File: config.mk
export PLATFORM = sky130hd
export DESIGN_NAME = det_integrator
export DESIGN_NICKNAME = d
export VERILOG_FILES = /design/src/rtl/det_pkg.sv /design/src/rtl/recal_qualifier.sv /design/src/rtl/burst_confirm.sv /design/src/rtl/drift_tracker.sv /design/src/rtl/det_integrator.sv
export SDC_FILE = /design/constraint.sdc
export NUM_CORES = 1
export LEC_CHECK = 0
export ABC_AREA = 1
export BUFFER_PORTS_ARGS = -buffer_cell sky130_fd_sc_hd__buf_2
export CORE_AREA = 2 2 119 121
export DETAILED_ROUTE_END_ITERATION = 7
export DIE_AREA = 0 0 121 123
export PLACE_DENSITY = 0.8
export SYNTH_ARGS = -nofsm -noshare
export SYNTH_HDL_FRONTEND = slang
export SYNTH_SLANG_ARGS = --single-unit
File: constraint.sdc
create_clock -name clk -period 5.4 [get_ports clk]
set_input_delay 0.54 -clock clk [delete_from_list [all_inputs] [get_ports clk]]
set_output_delay 0.54 -clock clk [all_outputs]
set_load 0.005 [all_outputs]
File: src/rtl/det_pkg.sv
package det_pkg;
  typedef enum logic [1:0] {
    DIR_HOLD = 2'd0,
    DIR_UP   = 2'd1,
    DIR_DOWN = 2'd2
  } drift_dir_e;

  function automatic drift_dir_e pick_dir(input logic above, input logic below);
    if (above)      return DIR_UP;
    else if (below) return DIR_DOWN;
    else            return DIR_HOLD;
  endfunction
endpackage

File: src/rtl/recal_qualifier.sv
module recal_qualifier #(
  parameter int DATA_W         = 16,
  parameter int CAL_MIN_BURSTS = 1,
  parameter int LOWCNT_W       = 1
) (
  input  logic              clk,
  input  logic              rst,
  input  logic              cal_n,
  input  logic              burst_valid,
  input  logic [DATA_W-1:0] sample,
  output logic              reload,
  output logic [DATA_W-1:0] latest
);
  localparam logic [LOWCNT_W-1:0] LOW_MAX  = '1;
  localparam logic [LOWCNT_W-1:0] LOW_NEED = LOWCNT_W'(CAL_MIN_BURSTS);

  logic                cal_q;
  logic [LOWCNT_W-1:0] low_cnt;

  always_comb reload = cal_n && !cal_q && (low_cnt >= LOW_NEED);

  always_ff @(posedge clk) begin
    if (rst) begin
      cal_q   <= 1'b1;
      low_cnt <= '0;
      latest  <= '0;
    end else begin
      cal_q <= cal_n;
      if (!cal_n) begin
        if (burst_valid && low_cnt != LOW_MAX) low_cnt <= low_cnt + 1'b1;
      end else begin
        low_cnt <= '0;
      end
      if (burst_valid && !reload) latest <= sample;
    end
  end
endmodule

File: src/rtl/burst_confirm.sv
module burst_confirm #(
  parameter int DATA_W = 16,
  parameter int RUN_W  = 8
) (
  input  logic              clk,
  input  logic              rst,
  input  logic              burst_valid,
  input  logic [DATA_W-1:0] sample,
  input  logic [DATA_W-1:0] reference,
  input  logic [DATA_W-1:0] threshold,
  input  logic [DATA_W-1:0] hysteresis,
  input  logic [RUN_W-1:0]  target,
  input  logic              reload,
  output logic              over,
  output logic              detect
);
  localparam int SUM_W = DATA_W + 2;

  logic signed [SUM_W-1:0] smp_x, trip_lvl, rel_lvl;
  logic                    below_rel;
  logic [RUN_W-1:0]        run_cnt, target_eff;
  logic [RUN_W:0]          run_next;

  always_comb begin
    smp_x      = $signed({2'b00, sample});
    trip_lvl   = $signed({2'b00, reference}) + $signed({2'b00, threshold});
    rel_lvl    = trip_lvl - $signed({2'b00, hysteresis});
    over       = smp_x > trip_lvl;
    below_rel  = smp_x < rel_lvl;
    target_eff = (target == '0) ? RUN_W'(1) : target;
    run_next   = {1'b0, run_cnt} + 1'b1;
  end

  always_ff @(posedge clk) begin
    if (rst || reload) begin
      detect  <= 1'b0;
      run_cnt <= '0;
    end else if (burst_valid) begin
      if (!detect) begin
        if (over) begin
          if (run_next >= {1'b0, target_eff}) begin
            detect  <= 1'b1;
            run_cnt <= '0;
          end else begin
            run_cnt <= run_next[RUN_W-1:0];
          end
        end else begin
          run_cnt <= '0;
        end
      end else if (below_rel) begin
        detect  <= 1'b0;
        run_cnt <= '0;
      end
    end
  end
endmodule

File: src/rtl/drift_tracker.sv
module drift_tracker
  import det_pkg::*;
#(
  parameter int DATA_W = 16,
  parameter int RATE_W = 8
) (
  input  logic              clk,
  input  logic              rst,
  input  logic              burst_valid,
  input  logic [DATA_W-1:0] sample,
  input  logic              detect,
  input  logic [RATE_W-1:0] up_rate,
  input  logic [RATE_W-1:0] down_rate,
  input  logic              reload,
  input  logic [DATA_W-1:0] reload_value,
  output logic [DATA_W-1:0] reference
);
  localparam logic [DATA_W-1:0] REF_TOP = '1;
  localparam logic [DATA_W-1:0] REF_BOT = '0;

  logic [RATE_W-1:0] up_cnt, dn_cnt;
  drift_dir_e        dir;

  always_comb dir = pick_dir(sample > reference, sample < reference);

  always_ff @(posedge clk) begin
    if (rst) begin
      reference <= '0;
      up_cnt    <= '0;
      dn_cnt    <= '0;
    end else if (reload) begin
      reference <= reload_value;
      up_cnt    <= '0;
      dn_cnt    <= '0;
    end else if (burst_valid && !detect) begin
      case (dir)
        DIR_UP: begin
          dn_cnt <= '0;
          if (up_cnt == up_rate) begin
            up_cnt <= '0;
            if (reference != REF_TOP) reference <= reference + 1'b1;
          end else begin
            up_cnt <= up_cnt + 1'b1;
          end
        end
        DIR_DOWN: begin
          up_cnt <= '0;
          if (dn_cnt == down_rate) begin
            dn_cnt <= '0;
            if (reference != REF_BOT) reference <= reference - 1'b1;
          end else begin
            dn_cnt <= dn_cnt + 1'b1;
          end
        end
        default: begin
          up_cnt <= '0;
          dn_cnt <= '0;
        end
      endcase
    end
  end
endmodule

File: src/rtl/det_integrator.sv
module det_integrator #(
  parameter int DATA_W         = 16,
  parameter int RATE_W         = 8,
  parameter int RUN_W          = 8,
  parameter int CAL_MIN_BURSTS = 1
) (
  input  logic              clk,
  input  logic              rst,
  input  logic              burst_valid,
  input  logic [DATA_W-1:0] sample,
  input  logic [DATA_W-1:0] threshold,
  input  logic [DATA_W-1:0] hysteresis,
  input  logic [RUN_W-1:0]  confirm_target,
  input  logic [RATE_W-1:0] up_rate,
  input  logic [RATE_W-1:0] down_rate,
  input  logic              cal_n,
  output logic              detect,
  output logic [DATA_W-1:0] reference
);
  localparam int LOWCNT_W = (CAL_MIN_BURSTS < 1) ? 1 : $clog2(CAL_MIN_BURSTS + 1);

  logic              reload;
  logic              over_thr;
  logic [DATA_W-1:0] latest;

  recal_qualifier #(
    .DATA_W(DATA_W), .CAL_MIN_BURSTS(CAL_MIN_BURSTS), .LOWCNT_W(LOWCNT_W)
  ) u_recal (
    .clk(clk), .rst(rst), .cal_n(cal_n), .burst_valid(burst_valid),
    .sample(sample), .reload(reload), .latest(latest)
  );

  burst_confirm #(.DATA_W(DATA_W), .RUN_W(RUN_W)) u_confirm (
    .clk(clk), .rst(rst), .burst_valid(burst_valid), .sample(sample),
    .reference(reference), .threshold(threshold), .hysteresis(hysteresis),
    .target(confirm_target), .reload(reload), .over(over_thr), .detect(detect)
  );

  drift_tracker #(.DATA_W(DATA_W), .RATE_W(RATE_W)) u_drift (
    .clk(clk), .rst(rst), .burst_valid(burst_valid), .sample(sample),
    .detect(detect), .up_rate(up_rate), .down_rate(down_rate),
    .reload(reload), .reload_value(latest), .reference(reference)
  );
endmodule

==> metrics <==
Starting Density about half; Leak Pwr about 4.0 nW; Clk Latency, worst-skew pair roughly 0.33 ns; Vert. Die Dim between 100 and 150 µm; Cells after Synth roughly 1000; smallest hold slack roughly 0.48 ns; Core Region between 10000 and 15000 µm²; M2 GR Usage between 30% and 40%; fin crit period roughly 4.6 ns; critical path capture point type flop; crit-path max cell delay 0.48 ns; Yosys warnings 0; Vias about 6700; status finished, final reports clean; GR peak layer met2; Total Wirelength 16430 µm; final core occ a little under three fifths; peak supply drop between 100 and 150 µV; leading area contributor after synthesis ha_1; Worst Skew approximately 0.0074 ns; initial antenna violation count 0; commonest non-fill, non-tap cells in the layout nand2_1, inv_1, ha_1; grt met1 use between 20% and 30%; number of post-CTS setup repair buffers 0; CTS tree yes; first-pass GRT wire length about 27000 µm; root buf cell clkbuf_16; fin crit share a little under nine tenths; commonest non-fill, non-tap cell in the layout nand2_1; GRT overflow 0; M3 GR Usage between 2 and 2.5%; top-area cell type share of the netlist area between 10% and 20%; sequential area share after synthesis about 18%; Synth area leaders ha_1, dfxtp_1, nand2_1; Final Hold Viols 0; wire per inst roughly 13 µm; DIE WIDTH ~120 µm; post-DP HPWL around 13000 µm; Post-Syn Area about 6700 µm²; FP Rows 43; Bufs on Longest Clock Path 2; pin count of the biggest net entering global routing 28; Setup Crit Path Kind reg2reg; Avg Inst Size Synth about 6.6 µm²; Critical Path RT between 5 and 6 ns; fmax ~0.22 GHz; CP delay by family, top simple AND/OR/NAND/NOR gates; clk sinks around 60; Arrival @ worst endpoint a little under 5 ns; relative slew slack around two fifths; DR vias/cell 5.212; clock transition at the registers of the reported paths 0.05 ns; share of cells above drive strength 1 13.95%; setup TNS 0 ns; DRT Pass-1 Iters 5; Syn Nets between 1000 and 1500; CTS H-tree lvls 3; Critical Path Source Type flop; num ports 93; Async SR Flop Fraction 0%; Power per Cell Area roughly 240 nW/µm²; HP Class reg2reg; worst-path fanout max 8; total global routing track utilization between 20 and 25%; Post-DRT Antenna Nets 0; CTS hold repair buffers 0; Max stage delay cell, worst path dfxtp_1; post-synth cell types 45; Setup violations, final 0; Final Max Tran Viols 0; gpl congestion about 0.93; worst path buffer plus inverter count 3; Final Net Count roughly 1300; main flop type after synthesis dfxtp_1; Die ar. around 15000 µm²; most frequent CP cell nand2_1; Tightest Pin Transition 0.9125 ns; PortBufs slightly above 90; RSZ-0062 raised after global routing no; post-CTS resize count 0; Tot Pwr between 1.5 and 2 mW; 1st-iter DRT viols 402; EDFF count, synth 0; FF+latch count, synth between 50 and 60; Layout area overhead 13.92%; DRC 0; max cap viols 0; CTS Buf Count 9; ant diodes 0; vias in the first global route around 6200
-- per-stage QoR --
step	cell area, µm²	cells	setup slack, ns
final	7589	1277	0.7812
after global routing	7589	1277	0.3399
after CTS	7589	1277	0.8413
after detailed placement	7273	1261	0.7452
after global placement	7273	1261	0.8993
after floorplan	6661	1002	1.334
-- cells in the mapped netlist, drive strengths merged (3+ instances only) --
cell / instances
fa: 3
xor2: 40
o21bai: 5
or2: 5
a21o: 6
o21ai: 43
buf: 4
xnor2: 24
a21oi: 92
nand2: 237
nand3b: 7
nor4: 8
clkbuf: 9
nand4: 19
nor2: 97
nand3: 69
nor3: 10
inv: 140
o21a: 5
a21boi: 5
dfxtp: 59
ha: 104
-- worst paths after layout --
kind                                                        start                                end  slack, ns  depth (start not counted)
worst max-delay path            u_drift.reference[0]$_SDFFE_PP0P_  u_confirm.run_cnt[7]$_SDFFE_PP0P_       0.78                         28
worst min-delay path               u_recal.latest[7]$_SDFFE_PP0P_     u_recal.latest[7]$_SDFFE_PP0P_       0.48                          2
worst max register to register  u_drift.reference[0]$_SDFFE_PP0P_  u_confirm.run_cnt[7]$_SDFFE_PP0P_       0.78                         28
worst min register to register     u_recal.latest[7]$_SDFFE_PP0P_     u_recal.latest[7]$_SDFFE_PP0P_       0.48                          2
-- where the power goes --
part / switching (mW) / total [mW] / leakage [nW] / internal [mW]
registers: 0.0266 / 0.483 / 0.481 / 0.457
logic: 0.436 / 0.730 / 3.36 / 0.295
clock network: 0.196 / 0.590 / 0.148 / 0.394
total: 0.658 / 1.80 / 3.98 / 1.15
-- final cells by class --
| cell class | instances | area, µm² |
|---|---|---|
| Timing Repair Buffer | 92 | 460.4 |
| Clock inverter | 3 | 45.04 |
| Inverter | 140 | 525.5 |
| Fill cell | 1315 | 6023 |
| Sequential cell | 59 | 1181 |
| Tap cell | 180 | 225.2 |
| Clock buffer | 13 | 270.3 |
| Multi-Input combinational cell | 790 | 4881 |
-- worst min-delay path, stage by stage, from the launching register on --
cell     delay (ns)
dfxtp_1        0.29
inv_1          0.07
a21oi_1        0.06
-- state kept, by name, summed over array words and instances (netlist names) --
signal / flops
u_drift.dn_cnt: 8
u_recal.low_cnt: 1
u_confirm.run_cnt: 8
u_recal.latest: 16
u_drift.up_cnt: 8
u_drift.reference: 16
u_recal.cal_q: 1
u_confirm.detect: 1
-- routing by layer --
metal / up-vias / share of wire, %
li1: 3493 / -
met4: 0 / 2.8
met5: - / 0
met3: 31 / 4.1
met2: 159 / 45
met1: 2973 / 48
-- kinds of logic (layout without fill, tap and decap cells) --
kind of cell | Yosys count | in the layout | synth area share (%)
fa+ha+maj | 107 | 107 | 20.44
buf+inv | 153 | 248 | 8.997
xor+xnor | 64 | 64 | 8.415
flops | 59 | 59 | 17.73
simple gates | 456 | 456 | 30.41
compound gates | 163 | 163 | 14.01
Power figures use the tool's default switching activity.
